File: config.mk
export PLATFORM = sky130hd
export DESIGN_NAME = prl_ctrl
export DESIGN_NICKNAME = d
export VERILOG_FILES = /design/src/rtl/prl_pkg.sv /design/src/rtl/prl_fifo.sv /design/src/rtl/prl_engine.sv /design/src/rtl/prl_fsm.sv /design/src/rtl/prl_ctrl.sv
export SDC_FILE = /design/constraint.sdc
export NUM_CORES = 1
export LEC_CHECK = 0
export BUFFER_PORTS_ARGS = -buffer_cell sky130_fd_sc_hd__buf_2
export CAP_MARGIN = 20
export CORE_MARGIN = 10
export CORE_UTILIZATION = 25
export DETAILED_ROUTE_END_ITERATION = 12
export GPL_TIMING_DRIVEN = 0
export PLACE_DENSITY = 0.4
export SLEW_MARGIN = 15
export SYNTH_ARGS = -nofsm -noshare
export SYNTH_HDL_FRONTEND = slang
export SYNTH_HIERARCHICAL = 1
export SYNTH_SLANG_ARGS = --single-unit
File: constraint.sdc
create_clock -name clk -period 4.4 [get_ports clk]
set_clock_uncertainty 0.1 [all_clocks]
set_input_delay 0.88 -clock clk [delete_from_list [all_inputs] [get_ports clk]]
set_output_delay 0.88 -clock clk [all_outputs]
set_load 0.01 [all_outputs]
File: src/rtl/prl_pkg.sv
package prl_pkg;

    typedef enum logic [1:0] {
        ST_IDLE  = 2'd0,
        ST_RESET = 2'd1,
        ST_LOAD  = 2'd2,
        ST_DRAIN = 2'd3
    } prl_state_e;

    localparam logic [2:0] ADR_HDR  = 3'd0;
    localparam logic [2:0] ADR_CTRL = 3'd1;
    localparam logic [2:0] ADR_STAT = 3'd2;
    localparam logic [2:0] ADR_ERR  = 3'd3;
    localparam logic [2:0] ADR_DATA = 3'd4;

    localparam int CB_RST_REQ = 0;
    localparam int CB_RST_ACK = 4;
    localparam int CB_START   = 8;
    localparam int CB_PUSHED  = 9;
    localparam int CB_REGION  = 12;

    localparam int SB_STATE = 16;
    localparam int SB_ERR   = 24;

    localparam int ERR_N     = 2;
    localparam int EB_OVF    = 0;
    localparam int EB_PROTO  = 1;

endpackage

File: src/rtl/prl_fifo.sv
module prl_fifo #(
    parameter int W     = 32,
    parameter int DEPTH = 16,
    localparam int PTR_W = (DEPTH > 1) ? $clog2(DEPTH) : 1,
    localparam int CNT_W = $clog2(DEPTH + 1)
) (
    input  logic             clk,
    input  logic             rst_n,
    input  logic             flush,
    input  logic             push,
    input  logic [W-1:0]     din,
    input  logic             pop,
    output logic [W-1:0]     dout,
    output logic [CNT_W-1:0] count
);

    logic [W-1:0]     mem [DEPTH];
    logic [PTR_W-1:0] wp, rp;

    function automatic logic [PTR_W-1:0] bump(input logic [PTR_W-1:0] p);
        return (p == PTR_W'(DEPTH - 1)) ? '0 : p + 1'b1;
    endfunction

    always_ff @(posedge clk) begin
        if (push) mem[wp] <= din;
    end

    always_ff @(posedge clk) begin
        if (!rst_n || flush) begin
            wp    <= '0;
            rp    <= '0;
            count <= '0;
        end else begin
            if (push) wp <= bump(wp);
            if (pop)  rp <= bump(rp);
            unique case ({push, pop})
                2'b10:   count <= count + 1'b1;
                2'b01:   count <= count - 1'b1;
                default: count <= count;
            endcase
        end
    end

    assign dout = mem[rp];

endmodule

File: src/rtl/prl_engine.sv
module prl_engine #(
    parameter int W       = 32,
    parameter int FIN_LAT = 3,
    localparam int LAT_W  = $clog2(FIN_LAT + 1)
) (
    input  logic         clk,
    input  logic         rst_n,
    input  logic         active,
    input  logic         finishing,
    input  logic         empty,
    input  logic [W-1:0] head,
    input  logic         ready,
    output logic         valid,
    output logic [W-1:0] word,
    output logic         pop,
    output logic         fin_done
);

    logic [LAT_W-1:0] lat_cnt;

    assign valid    = active && !empty;
    assign word     = head;
    assign pop      = valid && ready;
    assign fin_done = finishing && empty && (lat_cnt == LAT_W'(FIN_LAT - 1));

    always_ff @(posedge clk) begin
        if (!rst_n || !finishing || !empty) lat_cnt <= '0;
        else if (!fin_done)                 lat_cnt <= lat_cnt + 1'b1;
    end

endmodule

File: src/rtl/prl_fsm.sv
module prl_fsm
    import prl_pkg::*;
(
    input  logic       clk,
    input  logic       rst_n,
    input  logic       rst_req,
    input  logic       start,
    input  logic       pushed,
    input  logic       fin_done,
    output prl_state_e state,
    output logic       rst_ack,
    output logic       flush,
    output logic       load_open,
    output logic       active,
    output logic       finishing,
    output logic       clear_start
);

    prl_state_e nxt;

    always_ff @(posedge clk) begin
        if (!rst_n) state <= ST_IDLE;
        else        state <= nxt;
    end

    always_comb begin
        nxt = state;
        unique case (state)
            ST_IDLE:  if (start)    nxt = ST_LOAD;
            ST_RESET: if (!rst_req) nxt = ST_IDLE;
            ST_LOAD:  if (pushed)   nxt = ST_DRAIN;
            ST_DRAIN: if (fin_done) nxt = ST_IDLE;
        endcase
        if (rst_req) nxt = ST_RESET;
    end

    always_comb begin
        rst_ack     = 1'b0;
        flush       = 1'b0;
        load_open   = 1'b0;
        active      = 1'b0;
        finishing   = 1'b0;
        clear_start = 1'b0;
        unique case (state)
            ST_IDLE: ;
            ST_RESET: begin
                rst_ack = 1'b1;
                flush   = 1'b1;
            end
            ST_LOAD: begin
                load_open = 1'b1;
                active    = 1'b1;
            end
            ST_DRAIN: begin
                active      = 1'b1;
                finishing   = 1'b1;
                clear_start = fin_done && !rst_req;
            end
        endcase
    end

endmodule

File: src/rtl/prl_ctrl.sv
module prl_ctrl
    import prl_pkg::*;
#(
    parameter int HDR_REV   = 1,
    parameter int DEPTH     = 16,
    parameter int NUM_PORTS = 5,
    parameter int REG_W     = 4,
    parameter int FIN_LAT   = 3,
    localparam int WORD_BYTES = (HDR_REV == 2) ? 64 : 4,
    localparam int WORD_W     = WORD_BYTES * 8,
    localparam int BEATS      = (HDR_REV == 2) ? 8 : 1,
    localparam int CNT_W      = $clog2(DEPTH + 1)
) (
    input  logic              clk,
    input  logic              rst_n,
    input  logic              bus_wr,
    input  logic [2:0]        bus_addr,
    input  logic [63:0]       bus_wdata,
    output logic [63:0]       bus_rdata,
    output logic [REG_W-1:0]  load_region,
    output logic              load_active,
    input  logic              eng_ready,
    output logic              eng_valid,
    output logic [WORD_W-1:0] eng_word
);

    prl_state_e         state;
    logic               rst_req_q, start_q, push_q;
    logic [REG_W-1:0]   region_q;
    logic [ERR_N-1:0]   err_q, err_nxt;
    logic               rst_ack, flush, load_open, active, finishing, clear_start;
    logic               fin_done, eng_pop, fifo_push;
    logic [CNT_W-1:0]   fifo_cnt, credit;
    logic [WORD_W-1:0]  fifo_head, word_val;
    logic               word_commit;
    logic               wr_ctrl, wr_err, wr_data;
    logic [REG_W-1:0]   new_region;
    logic               region_ok, start_try, ovf_evt, proto_evt;
    logic               unused_bits;

    assign wr_ctrl    = bus_wr && (bus_addr == ADR_CTRL);
    assign wr_err     = bus_wr && (bus_addr == ADR_ERR);
    assign wr_data    = bus_wr && (bus_addr == ADR_DATA);
    assign new_region = bus_wdata[CB_REGION +: REG_W];
    assign region_ok  = (32'(new_region) < NUM_PORTS);
    assign start_try  = wr_ctrl && !bus_wdata[CB_RST_REQ] && bus_wdata[CB_START]
                        && (state == ST_IDLE) && !start_q;
    assign credit     = CNT_W'(DEPTH) - fifo_cnt;

    generate
        if (BEATS == 1) begin : g_narrow
            assign word_commit = wr_data && load_open;
            assign word_val    = bus_wdata[WORD_W-1:0];
        end else begin : g_wide
            localparam int BC_W = $clog2(BEATS);
            logic [WORD_W-65:0] beat_buf;
            logic [BC_W-1:0]    beat_cnt;
            assign word_commit = wr_data && load_open && (beat_cnt == BC_W'(BEATS - 1));
            assign word_val    = {bus_wdata, beat_buf};
            always_ff @(posedge clk) begin
                if (!rst_n || flush) begin
                    beat_cnt <= '0;
                    beat_buf <= '0;
                end else if (wr_data && load_open) begin
                    beat_cnt <= word_commit ? '0 : beat_cnt + 1'b1;
                    beat_buf <= {bus_wdata, beat_buf[WORD_W-65:64]};
                end
            end
        end
    endgenerate

    assign fifo_push = word_commit && (credit != '0);
    assign ovf_evt   = word_commit && (credit == '0);
    assign proto_evt = (wr_data && !load_open) || (start_try && !region_ok);

    prl_fsm u_fsm (
        .clk(clk), .rst_n(rst_n), .rst_req(rst_req_q), .start(start_q),
        .pushed(push_q), .fin_done(fin_done), .state(state), .rst_ack(rst_ack),
        .flush(flush), .load_open(load_open), .active(active),
        .finishing(finishing), .clear_start(clear_start)
    );

    prl_fifo #(.W(WORD_W), .DEPTH(DEPTH)) u_fifo (
        .clk(clk), .rst_n(rst_n), .flush(flush), .push(fifo_push),
        .din(word_val), .pop(eng_pop), .dout(fifo_head), .count(fifo_cnt)
    );

    prl_engine #(.W(WORD_W), .FIN_LAT(FIN_LAT)) u_eng (
        .clk(clk), .rst_n(rst_n), .active(active), .finishing(finishing),
        .empty(fifo_cnt == '0), .head(fifo_head), .ready(eng_ready),
        .valid(eng_valid), .word(eng_word), .pop(eng_pop), .fin_done(fin_done)
    );

    always_ff @(posedge clk) begin
        if (!rst_n) begin
            rst_req_q <= 1'b0;
            start_q   <= 1'b0;
            push_q    <= 1'b0;
            region_q  <= '0;
        end else begin
            if (wr_ctrl) rst_req_q <= bus_wdata[CB_RST_REQ];
            if (flush || clear_start) begin
                start_q <= 1'b0;
                push_q  <= 1'b0;
            end else begin
                if (start_try && region_ok) begin
                    start_q  <= 1'b1;
                    region_q <= new_region;
                end
                if (wr_ctrl && bus_wdata[CB_PUSHED] && (state == ST_LOAD))
                    push_q <= 1'b1;
            end
        end
    end

    always_comb begin
        err_nxt = err_q;
        if (wr_err) err_nxt = err_nxt & ~bus_wdata[ERR_N-1:0];
        if (ovf_evt)   err_nxt[EB_OVF]   = 1'b1;
        if (proto_evt) err_nxt[EB_PROTO] = 1'b1;
    end

    always_ff @(posedge clk) begin
        if (!rst_n) err_q <= '0;
        else        err_q <= err_nxt;
    end

    always_comb begin
        bus_rdata = '0;
        unique case (bus_addr)
            ADR_HDR: begin
                bus_rdata[3:0]   = 4'(HDR_REV);
                bus_rdata[15:8]  = 8'(WORD_BYTES);
                bus_rdata[19:16] = 4'(NUM_PORTS);
            end
            ADR_CTRL: begin
                bus_rdata[CB_RST_REQ]            = rst_req_q;
                bus_rdata[CB_RST_ACK]            = rst_ack;
                bus_rdata[CB_START]              = start_q;
                bus_rdata[CB_PUSHED]             = push_q;
                bus_rdata[CB_REGION +: REG_W]    = region_q;
            end
            ADR_STAT: begin
                bus_rdata[7:0]             = 8'(credit);
                bus_rdata[SB_STATE +: 2]   = state;
                bus_rdata[SB_ERR]          = |err_q;
            end
            ADR_ERR:  bus_rdata[ERR_N-1:0] = err_q;
            default:  bus_rdata = '0;
        endcase
    end

    assign load_region = region_q;
    assign load_active = active;
    assign unused_bits = ^bus_wdata;

endmodule

==> Word level (Yosys, flattened, before mapping) <==
Memories as Yosys holds them, arrays and structs flattened. A register that Yosys moved wholly into a read port is not among the register bits.
Cells that the tools add are included.
W data, S select, Z words.
{ "op_classes": {"muxes": 29, "n_eq_ne": 18, "n_reduce_logical": 48, "bitwise": 4, "n_addsub": 6, "n_lt_le_gt_ge": 1} }
{ "op_table": {"columns": ["cell", "count"], "rows": [
  ["$logic_and A1 B1 Y1", 20],
  ["$mux W4", 5],
  ["$mux W1", 12],
  ["$mux W2", 6],
  ["$logic_not A5 Y1", 2],
  ["$pmux W5 S2", 1],
  ["$add A4 B1 Y4 const B", 2],
  ["$eq A2 B2 Y1 const B", 4],
  ["$eq A4 B4 Y1 const B", 2],
  ["$logic_not A1 Y1", 8],
  ["$pmux W2 S4", 1],
  ["$reduce_or A2 Y1", 4],
  ["$eq A3 B2 Y1 const B", 2],
  ["$ne A3 B3 Y1 const B", 2],
  ["$reduce_and A3 Y1", 2],
  ["$reduce_bool A2 Y1", 3],
  ["$add A5 B1 Y5 const B", 1],
  ["$logic_or A1 B1 Y1", 5],
  ["$reduce_bool A5 Y1", 1],
  ["$sub A5 B1 Y5 const B", 1],
  ["$sub A5 B5 Y5 const A", 1],
  ["$eq A2 B1 Y1 const B", 2],
  ["$lt A4 B3 Y1 const B", 1],
  ["$ne A2 B2 Y1 const B", 2],
  ["14 further kinds", 16]
]} }
{ "word_totals": {"inputBits": 71, "ff_bits": 26, "ram_bits": 512, "memories": 1} }
{ "memory_table": {"columns": ["memory", "depth", "word_bits", "read_ports", "rd_clocked_by_memory_dff", "wr", "line_no", "source"], "rows": [
  ["u_fifo.mem", 16, 32, 1, 1, 1, "prl_fifo.sv:17", "logic [W-1:0] mem [DEPTH];"]
]} }

==> Longest topological paths before layout <==
{ "logic_depth": {"depth_word": 9, "depth_mapped": 14, "depth_no_buf": 13} }

==> Modules after synthesis <==
The synthesis kept the hierarchy.
{ "by_module_without_submodules": {"columns": ["mod", "area_each_um2", "seq_area_each_um2", "n_inst", "cells_each"], "rows": [
  ["prl_fifo", 20049.2, 15715.1, 1, 893],
  ["prl_ctrl", 1073.5, 180.2, 1, 134],
  ["prl_engine", 352.8, 40.0, 1, 45],
  ["prl_fsm", 125.1, 40.0, 1, 14]
]} }

==> Worst setup path after synthesis <==
Ideal clock, no wire load.
{ "synth_path": {"kind": "input to register", "from": "input bus_addr[0]", "to": "memory u_fifo.mem[8][0], enable pin", "slack_ns": 0.719, "t_arrival_ns": 3.189, "required_ns": 3.908, "setup_ns": 0.392, "cell_stages": 7, "cell_sequence": "buf_1 nor4bb_1 nand2_1 a41oi_1 inv_1 nor3b_1 and2_1"} }
{ "synth_via": {"elab_chain_len": 6} }
{ "synth_lines": {"columns": ["element", "line_no", "source"], "rows": [
  ["start: declaration", "prl_ctrl.sv:17", "input logic [2:0] bus_addr,"],
  ["$eq A3 B3 Y1", "prl_ctrl.sv:43", "assign wr_data = bus_wr && (bus_addr == ADR_DATA);"],
  ["$logic_and A1 B1 Y1", "prl_ctrl.sv:43", null],
  ["$logic_and A1 B1 Y1", "prl_ctrl.sv:52", "assign word_commit = wr_data && load_open;"],
  ["$logic_and A1 B1 Y1", "prl_ctrl.sv:72", "assign fifo_push = word_commit && (credit != '0);"],
  ["named net fifo_push", "prl_ctrl.sv:32", "logic fin_done, eng_pop, fifo_push;"],
  ["$mux W1", "prl_fifo.sv:25", "if (push) mem[wp] <= din;"],
  ["$mux W1 (implied by the code)", "prl_fifo.sv:25", null],
  ["end: declaration", "prl_fifo.sv:17", null]
]} }
The timed path passes the listed nets, and every way through them passes these cells.

==> results.yml <==
logic_synthesis:
  seq_area_frac_synth_pct: 74.0
  yosysWarnings: 6
  avgSynthCellArea_um2: 19.9
  synthCells: 1086
  ys_types: 53
  synth_edf_count: 512
  async_flop_share_pct: 0
  syn-cell-area_um2: 21600
  synth_flop_cell: "edfxtp_1"
  yosys_register_bits: 542
clocking:
  post_cts_buffers: 0
  clkSinkCount: 542
  h-tree-depth: 2
  insertion_delay_ps: 610
  clockBufferDepth: 3
  cts-buffers-inserted: 59
  ctsResizeCount: 0
  clk_pin_slew_ps: 60
  tritoncts: "built"
  root_buffer: "clkbuf_16"
  ctsHoldBuffers: 0
power_and_ir_drop:
  total_leakage_power_nw: 8.41
  internal_power_mw: 8.72
  p_clk_share_pct: 46.3
  p_seq_share_pct: 52.1
  peakVddDrop_mv: 0.270
  p_comb_share_pct: 1.5
  p_sw_mw: 2.09
  p_sw_share_pct: 19.4
  power.density_nw_per_um2: 421
route:
  vias: 10700
  drt_iter0_markers: 700
  totalWireLength_um: 56100
  drcViolationCount: 0
  via_per_inst: 4.30
  dr.pass1.iters: 7
  ant_nets: 0
  wl_per_cell_um: 22.6
placement:
  post_dp_cell_area_um2: 23700
  finalWeightedCongestion: 0.690
  port_buffers: 92
  hpwl_um: 31900
  place_ws_ps: -109
layout:
  syn2layout_area_growth_pct: 19.0
  fin_nets: 1371
  fill_cells: 8481
  final_common_cell: "edfxtp_1"
  diodes: 0
  final_cell_mix: "edfxtp_1 (512), mux4_2 (128), buf_2 (100)"
  drive_gt1_share_pct: 32.2
  final_area_um2: 25700
timing:
  fin_crit_ps: 4250
  grt_setup_unrepaired: "false"
  fin_ws_ps: 155
  setup_viol: 0
  slew_violations: 0
  slew_headroom_pct: 30.9
  timing.hold.ws_ps: 363
  tns_ps: 0
  min_period_over_period_pct: 96.5
  worstMarginPinSlew_ps: 1040
  fmax_ghz: 0.236
  finalHoldViolations: 0
status:
  status: "complete, no violations"
worst_hold_path:
  hp-class: "reg -> reg"
worst_setup_path:
  worst_ep_required_time_ps: 3420
  end_kind: "output pin"
  criticalPathCategory: "reg -> out"
  startpoint_type: "flop"
  worstPathCellList: "buf_2, buf_1, mux4_2, a22oi_1, nand2_1, buf_4, buf_2"
  path_common_cell: "buf_2"
  path_max_fanout: 10
  critPathArrivalTime_ps: 3270
  cpPeakStageDelay_ps: 790
  slowest_stage: "buf_1"
global_routing:
  antenna_found_initial: 2
  grt_max_degree: 33
  use_met1_pct: 15.1
  grt_pass1_vias: 11500
  met3_usage_pct: 2.45
  grt_use_met2_pct: 18.1
  overflow: 0
  grt_pass1_wl_um: 81000
  grt_usage_pct: 11.2
  top_usage_layer: "met2"
run:
  cap_violations: 0
floorplanning:
  die_w_um: 314
  dieArea_um2: 98600
  placementRows: 107
  die_y_um: 314
  start_util_pct: 25.3
  ios: 173
  placeableCoreArea_um2: 85400
cells in the mapped netlist, types with 7 or more instances:
cell	n	area share [%]
nor2_1	22	0.38
and2_1	25	0.72
buf_4	91	3.2
clkbuf_1	21	0.36
buf_2	8	0.19
a22oi_1	64	2.2
edfxtp_1	512	71
ha_1	13	0.75
nor2b_1	7	0.20
xor2_1	9	0.36
mux4_2	128	13
nand2_1	50	0.87
buf_1	11	0.19
dfxtp_1	30	2.8
mux2i_1	12	0.56
inv_1	10	0.17
power by group through the flow:
stage                     combinational [mW]  sequential, mW  clock (mW)
after global placement                 0.157            5.75           0
after detailed placement               0.164            5.75           0
final                                  0.163            5.64        5.01
after CTS                              0.164            5.64        5.19
after global routing                   0.185            5.63        5.40
after floorplan                       0.0682            5.75           0
cells by family after synthesis:
group	Yosys count	synth area share [%]
flip-flops	542	74.0
multiplexers	141	14.0
AND/OR/NAND/NOR	141	3.52
buffers and inverters	141	4.08
AO/OA/AOI/OAI	98	3.36
adder cells (fa/ha/maj)	13	0.753
XOR/XNOR	9	0.365
other	1	0.0174
sequential cells by signal (all words and copies together), names as in the netlist, named ones only:
| signal | count |
|---|---|
| u_fifo/mem | 512 |
| u_fifo/count | 5 |
| load_region | 4 |
| u_fifo/rp | 4 |
| u_fifo/wp | 4 |
| err_q | 2 |
| u_eng/lat_cnt | 2 |
| u_fsm/state | 2 |
| push_q | 1 |
| rst_req_q | 1 |
| start_q | 1 |
critical path: cells and delay by family, from the launching register on:
kind / cells / cell delay, ps
DFF: 1 / 310
and+or+nand+nor: 1 / 190
buffers and inverters: 4 / 1480
AOI/OAI and AO/OA: 1 / 250
muxes: 1 / 410
cell type report:
type                    instances  area, um2  share of cell area, %
multi-input cells             450       4960                   19.3
flip-flops and latches        542      16000                   62.2
repair buffers                 93        480                   1.87
clock inverters                24        297                   1.15
clock buffers                  87       1670                   6.51
inverters                      10       37.5                  0.146
plain buffers                 131        843                   3.28
well taps                    1144       1430                   5.57
routing by layer:
layer  vias up  part of all wire [%]
li1       4705                     -
met1      5597                    45
met5         -                 0.014
met2       267                    47
met4         2                   2.2
met3        87                   5.5
stage by stage:
stage                     std cells  utilization [%]  power, mW
after CTS                      2481             30.1       11.0
after floorplan                1133                -       5.82
final                          2481             30.1       10.8
after global placement         2369             27.7       5.90
after detailed placement       2370             27.8       5.91
after global routing           2481             30.1       11.2
worst paths after layout:
kind	cells after the start	startpoint	end	slack [ps]
worst min-delay path	2	load_region[3]$_SDFFE_PN0P_	load_region[3]$_SDFFE_PN0P_	360
worst max-delay path	7	flop	eng_word[10]	150
worst max register to register	8	u_fifo/count[1]$_SDFFE_PP0P_	u_fifo/mem[8][20]$_DFFE_PP_	540
worst min register to register	2	load_region[3]$_SDFFE_PN0P_	load_region[3]$_SDFFE_PN0P_	360
No activity file was read; power rests on OpenSTA's default activity.
